--- src/rtl/backoff_timer_pkg.sv ---
package backoff_timer_pkg;
  // Strobes from control to datapath
  typedef struct packed {
    logic clear;    // restart count and drop request
    logic advance;  // both conditions hold this cycle
  } bkStrobe_t;
endpackage

--- src/rtl/backoff_timer_ctrl.sv ---
module backoff_timer_ctrl
  import backoff_timer_pkg::*;
#(
  parameter int CNT_W = 16
) (
  input  logic             hostReqPending,
  input  logic             localHoldAck,
  input  logic             directRead,
  input  logic             directWrite,
  input  logic             wrFifoFull,
  input  logic [CNT_W-1:0] timerLimit,
  output bkStrobe_t        strb
);
  logic hostStuck;
  logic localStuck;
  logic armed;

  always_comb begin
    hostStuck   = hostReqPending && !localHoldAck;
    localStuck  = directRead || (directWrite && wrFifoFull);
    armed       = (timerLimit != '0);
    strb.advance = hostStuck && localStuck && armed;
    strb.clear   = !strb.advance;
  end
endmodule

--- src/rtl/backoff_timer_dp.sv ---
module backoff_timer_dp
  import backoff_timer_pkg::*;
#(
  parameter int CNT_W = 16
) (
  input  logic             clk,
  input  logic             rstN,
  input  bkStrobe_t        strb,
  input  logic [CNT_W-1:0] timerLimit,
  output logic             expired
);
  localparam int EXT_W = CNT_W + 1;

  logic [CNT_W-1:0] count;
  logic [EXT_W-1:0] nextCount;
  logic [EXT_W-1:0] limitExt;

  always_comb begin
    nextCount = {1'b0, count} + EXT_W'(1);
    limitExt  = {1'b0, timerLimit};
  end

  always_ff @(posedge clk) begin
    if (!rstN) begin
      count   <= '0;
      expired <= 1'b0;
    end else if (strb.clear) begin
      count   <= '0;
      expired <= 1'b0;
    end else if (strb.advance) begin
      if ({1'b0, count} < limitExt) count <= nextCount[CNT_W-1:0];
      expired <= (nextCount >= limitExt);
    end
  end

  // a clear strobe always leaves the request low
  assert_clear_drops_R5: assert property (@(posedge clk) disable iff (!rstN)
    strb.clear |=> !expired);
endmodule

--- src/rtl/backoff_timer.sv ---
module backoff_timer
  import backoff_timer_pkg::*;
#(
  parameter int CNT_W = 16
) (
  input  logic             clk,
  input  logic             rstN,
  input  logic             hostReqPending,
  input  logic             localHoldAck,
  input  logic             directRead,
  input  logic             directWrite,
  input  logic             wrFifoFull,
  input  logic [CNT_W-1:0] timerLimit,
  output logic             backoffReq
);
  bkStrobe_t strb;

  backoff_timer_ctrl #(.CNT_W(CNT_W)) ctrl_i (
    .hostReqPending(hostReqPending),
    .localHoldAck  (localHoldAck),
    .directRead    (directRead),
    .directWrite   (directWrite),
    .wrFifoFull    (wrFifoFull),
    .timerLimit    (timerLimit),
    .strb          (strb)
  );

  backoff_timer_dp #(.CNT_W(CNT_W)) dp_i (
    .clk       (clk),
    .rstN      (rstN),
    .strb      (strb),
    .timerLimit(timerLimit),
    .expired   (backoffReq)
  );

  assert_hold_ack_R1: assert property (@(posedge clk) disable iff (!rstN)
    localHoldAck |=> !backoffReq);

  assert_write_not_full_R3: assert property (@(posedge clk) disable iff (!rstN)
    (directWrite && !wrFifoFull && !directRead) |=> !backoffReq);

  assert_rise_needs_both_R4: assert property (@(posedge clk) disable iff (!rstN)
    $rose(backoffReq) |-> $past(hostReqPending && !localHoldAck &&
                                (directRead || (directWrite && wrFifoFull))));

  assert_release_R6: assert property (@(posedge clk) disable iff (!rstN)
    (!hostReqPending || (!directRead && !directWrite)) |=> !backoffReq);

  assert_zero_limit_R7: assert property (@(posedge clk) disable iff (!rstN)
    (timerLimit == '0) |=> !backoffReq);

  // request low immediately after a reset edge
  assert_reset_low_R8: assert property (@(posedge clk)
    !rstN |=> !backoffReq);
endmodule

--- config.mk ---
export PLATFORM = sky130hd
export DESIGN_NAME = backoff_timer
export DESIGN_NICKNAME = d
export VERILOG_FILES = /design/src/rtl/backoff_timer_pkg.sv /design/src/rtl/backoff_timer_ctrl.sv /design/src/rtl/backoff_timer_dp.sv /design/src/rtl/backoff_timer.sv
export SDC_FILE = /design/constraint.sdc
export NUM_CORES = 1
export LEC_CHECK = 0
export ABC_AREA = 1
export BUFFER_PORTS_ARGS = -buffer_cell sky130_fd_sc_hd__buf_4
export CORE_MARGIN = 5
export CORE_UTILIZATION = 40
export CTS_BUF_LIST = sky130_fd_sc_hd__clkbuf_16
export CTS_CLUSTER_SIZE = 40
export DETAILED_ROUTE_END_ITERATION = 12
export PLACE_DENSITY = 0.6
export SYNTH_ARGS = -nofsm -noshare
export SYNTH_HDL_FRONTEND = slang
export SYNTH_SLANG_ARGS = --single-unit
export TNS_END_PERCENT = 5
--- constraint.sdc ---
create_clock -name clk -period 4.7 [get_ports clk]
set_clock_uncertainty 0.1 [all_clocks]
set_input_delay 0 -clock clk [delete_from_list [all_inputs] [get_ports clk]]
set_output_delay 0 -clock clk [all_outputs]
set_load 0.05 [all_outputs]
* After elaboration in Yosys (flattened, before gate mapping)
Index checks and enable logic that the tools add are counted.
** Operators by class
- Equal/unequal tests :: 0
- Reduce and logical (&&, ||, !) cells :: 8
- Mux-type cells :: 0
- Shifts and indexed selects :: 0
- Multiply operators :: 0
- Bitwise logic cells :: 0
- $add $sub $neg :: 1
- Order comparisons :: 2
- Divide/modulo/power cells :: 0
** Operator list (number)
- adder 16 x 1 -> 17 bit, second input constant :: 1
- >= comparator 17 x 16 -> 1 bit :: 1
- < comparator 16 bit :: 1
- nonzero test 16 bit :: 1
- logical AND 1 bit :: 4
- AND reduction 2 bit :: 1
- logical NOT 1 bit :: 1
- logical OR 1 bit :: 1
** Storage, ports and cells
- Output and inout bits :: 1
- Memory bits (writable) :: 0
- Input bits :: 23
- Word-level logic and storage cells :: 13
- Memories kept :: 0
- Memory bits (read-only) :: 0
- Bits in latches :: 0
- Register bits :: 17

* Logic depth before layout (Yosys ltp)
- Depth after elaboration :: 5
- Gate-level depth with buffers :: 17
- Mapped depth without buffers :: 17

* Hierarchy
Synthesis repeated with hierarchy kept, for this count alone.
** Second synthesis, totals
- Cell total of the unflattened synthesis :: 307
- Area, all modules :: 1916.8 um2
** By module, submodules not included
- backoff_timer_dp :: area an instance 1823.0 um2, cells each 284, sequential area each 340.3 um2, instances 1
- backoff_timer_ctrl :: area an instance 93.8 um2, cells each 23, sequential area each 0.0 um2, instances 1

* Worst setup path before layout
OpenSTA, ideal clock, no wires.
- Path kind :: register to register
- Start point :: reg dp_i.count[0]
- End point :: reg dp_i.expired
- Setup slack :: 2.511 ns
- Arrival time :: 2.019 ns
- Required time :: 4.530 ns
- Path buffers :: 0
- Clock period less this slack :: 2.189 ns
- Library setup time :: 0.070 ns
- Cell stages (with the launch flop) :: 16
- Cells stage by stage :: dfxtp_1 ha_1 nand2_1 nor2_2 nand3_1 xor2_1 inv_1 ha_1 nand2_1 nor2_1 inv_1 nor2_1 nand2_1 nand3b_1 nor2_1 a21boi_1
** On the way
- Longest elaborated chain between the ends :: 2
** RTL lines
- start, declared :: line backoff_timer_dp.sv:14 : logic [CNT_W-1:0] count;
- start signal, assigned :: line backoff_timer_dp.sv:31 : if ({1'b0, count} < limitExt) count <= nextCount[CNT_W-1:0];
- adder 16 x 1 -> 17 bit :: line backoff_timer_dp.sv:19 : nextCount = {1'b0, count} + EXT_W'(1);
- net dp_i.nextCount[8] :: line backoff_timer_dp.sv:15 : logic [EXT_W-1:0] nextCount;
- >= comparator 17 x 16 -> 1 bit :: line backoff_timer_dp.sv:32 : expired <= (nextCount >= limitExt);
- end signal, assigned :: line backoff_timer_dp.sv:32
- end, declared :: line backoff_timer_dp.sv:10 : output logic expired
The timed path passes the listed nets, and every way through them passes these cells.
A chain may end at the register's enable or synchronous reset.

* Final worst setup path
Ends and elaborated chain as after synthesis.

==> qor.csv <==
stage,metric,value,unit
floorplan,ios,24,
synth,ys_ff_latch,17,
placement,placedInstanceArea,0.00220,mm^2
placement,portBuffers,23,
floorplan,coreArea,0.00475,mm^2
floorplan,die_w,80.3,um
global_routing,grt_util_met1,21.5,%
global_routing,grt_pass1_vias,1862,
placement,dp_slack,2.22,ns
detailed_routing,wirelength,4.91,mm
worst_setup_path,path_class,reg -> reg,
sta,rsz0062_at_grt,false,
floorplan,rows,25,
layout,antenna_cells,0,
placement,place.gp.congestion,0.856,
floorplan,start_util,41.5,%
detailed_routing,drt_pass1_iterations,4,
synth,yosys_warnings,0,
clock_network,cts_hold_buffers,0,
sta,slew_headroom,65.3,%
layout,final_cell_area,0.00228,mm^2
clock_network,htreeDepth,1,
clock_network,cts-resized-gates,0,
clock_network,tritoncts,done,
clock_network,clkTransAtPathRegs,0.06,ns
clock_network,clock_latency,0.25,ns
sta,drv_slew,0,
run_status,run_status,"complete, no violations",
power,power_leakage,1.16,nW
global_routing,grtUsageMet3,2.58,%
detailed_routing,drc,0,
worst_setup_path,crit_path_max_incr_delay,0.38,ns
power,vdd_drop_max,0.000100,V
synth,yosysUniqueCellTypes,28,
synth,synth-simple-area-share,38.5,%
min_path,hold_path_class,in -> reg,
detailed_routing,viasPerCell,4.69,
sta,finalSetupViolations,0,
power,power_density,163,mW/mm^2
sta,fin_crit_sh,53.0,%
sta,finalHoldViolCount,0,
sta,finalCriticalPeriod,2.49,ns
worst_setup_path,crit_fanout,4,
global_routing,overflow,0,
detailed_routing,dr.first_iter.drc_count,97,
floorplan,dieArea,0.00644,mm^2
synth,syn-cell-area,0.00197,mm^2
worst_setup_path,crit_chain,ha_1 > nand2_1 > nor2_2 > nand3_1 > xor2_1 > inv_1 > ha_1 > nand2_1 > nor2_1 > inv_1 > nor2_1 > nand2_1 > nand3b_1 > nor2_1 > a21boi_1,
synth,synth_nets,369,
layout,final_layout_size_suffix_gt1_share,13.6,%
sta,postLayoutSetupSlackWorst,2.21,ns
synth,seq_area_frac_synth,17.2,%
global_routing,grt_usage,17.1,%
global_routing,grt_pass1_wl,8.54,mm
global_routing,grt_max_degree,29,
worst_setup_path,cp-end-kind,flop,
floorplan,dieHeight,80.3,um
sta,worstMarginPinSlew,0.519,ns
worst_setup_path,cp.required,4.79,ns
synth,avgSynthCellArea,6.31,um^2
detailed_routing,routedWlPerCell,12.2,um
synth,synth-adder-area-share,20.9,%
worst_setup_path,start_kind,flop,
synth,synth-xor-area-share,4.37,%
global_routing,use_met2,29.5,%
detailed_routing,detail-route-antenna-nets,0,
clock_network,cts_made_buffers,3,
sta,fmaxAchievable,0.402,GHz
worst_setup_path,arrival,2.58,ns
layout,layout.nets,394,
sta,tns,0,ns
synth,postSynthCellCount,313,
layout,fin_util,47.9,%
clock_network,postCtsSetupBuffers,0,
placement,place_inst,400,
global_routing,gr-max-usage-layer,met2,
flow_run,cap_violations,0,
clock_network,cts-root-buf,clkbuf_16,
clock_network,clk_path_buf_depth,2,
synth,synth_compound_area_share,7.22,%
global_routing,antenna_found_initial,0,
layout,final_cells,404,
detailed_routing,via_count,1895,
placement,dp_hpwl,4.07,mm
clock_network,clkSinkCount,17,
synth,synth.mux.area_fraction,0,%
layout,syn2layout_area_growth,15.5,%
synth,synth_top_family_by_area,simple AND/OR/NAND/NOR gates,
worst_setup_path,crit_slowest_cell,dfxtp_1,
-- routing by layer --
metal	share of wire (%)	up-vias
li1	-	1026
met1	50	838
met2	45	25
met3	3.2	6
met4	1.9	0
met5	0	-
-- kinds of logic after synthesis --
kind of cell / after synthesis
buffers and inverters: 57
DFF: 17
adders and majority gates: 33
AOI/OAI and AO/OA: 24
and+or+nand+nor: 173
xor gates and xnor gates: 9
-- synthesized netlist by cell type --
cell type   n  area [um^2]
a21boi_1    1         7.51
a21o_1      1         7.51
a21oi_1    14         70.1
a21oi_2     1         8.76
a21oi_4     1         16.3
buf_4       1         7.51
buf_6       2         22.5
dfxtp_1    17          340
ha_1       33          413
inv_1      49          184
inv_2       5         18.8
nand2_1    83          312
nand2_2     3         18.8
nand2_4     2         22.5
nand3_1    13         65.1
nand3_2     1         10.0
nand3b_1    3         22.5
nand4_1     7         43.8
nor2_1     51          191
nor2_2      3         18.8
nor2_4      3         33.8
nor3_1      3         15.0
o21ai_0     4         20.0
o21ai_1     1         5.00
o21bai_1    1         7.51
or2_1       1         6.26
xor2_1      8         70.1
xor2_2      1         16.3
-- critical path: cells and delay by family (launching register included) --
kind / cells / cell delay, ns
simple gates: 9 / 0.93
buf+inv: 2 / 0.15
fa+ha+maj: 2 / 0.55
xor+xnor: 1 / 0.21
compound gates: 1 / 0.12
flops: 1 / 0.38
-- registers in the layout, indices dropped and copies added, names as in the netlist --
signal	count
dp_i.count	16
dp_i.expired	1
-- placed cells by master, fill, tap and decap left out, types with 4 or more instances in the layout --
cell / instances
o21ai_0: 4
a21oi_1: 14
buf_4: 23
xor2_1: 8
nand2_1: 83
dfxtp_1: 17
ha_1: 33
nand3_1: 13
inv_2: 5
nor2_1: 51
nand4_1: 7
inv_1: 50
-- path summary, 6_finish.rpt --
path / endpoint / cells after the start / slack [ns] / startpoint
setup reg to reg: dp_i.expired / 15 / 2.21 / dp_i.count[0]
hold reg to reg: dp_i.count[13] / 4 / 0.48 / dp_i.count[13]
setup / recovery: dp_i.expired / 15 / 2.21 / dp_i.count[0]
hold / removal: dp_i.count[15] / 6 / 0.21 / localHoldAck
-- where the power goes --
part / switching (mW) / internal, mW
Clock: 0.0637 / 0.113
Combinational: 0.0255 / 0.0233
Sequential: 0.000373 / 0.144
Total: 0.0896 / 0.281
-- metrics by stage --
stage               total power, mW  hold slack (ns)
finish                        0.371            0.206
global route                  0.387            0.254
CTS                           0.376            0.217
detailed placement            0.197            0.368
global placement              0.197            0.370
floorplan                     0.175            0.271
-- layout make-up --
| type | instances | area [um^2] |
|---|---|---|
| clock inverter | 1 | 3.75 |
| fill | 506 | 2470 |
| inverter | 54 | 203 |
| clock buffer | 3 | 75.1 |
| timing repair buffer | 23 | 173 |
| tap | 67 | 83.8 |
| multi-input combinational | 239 | 1400 |
| sequential | 17 | 340 |
Note: power is estimated with default switching activity, not from simulation.
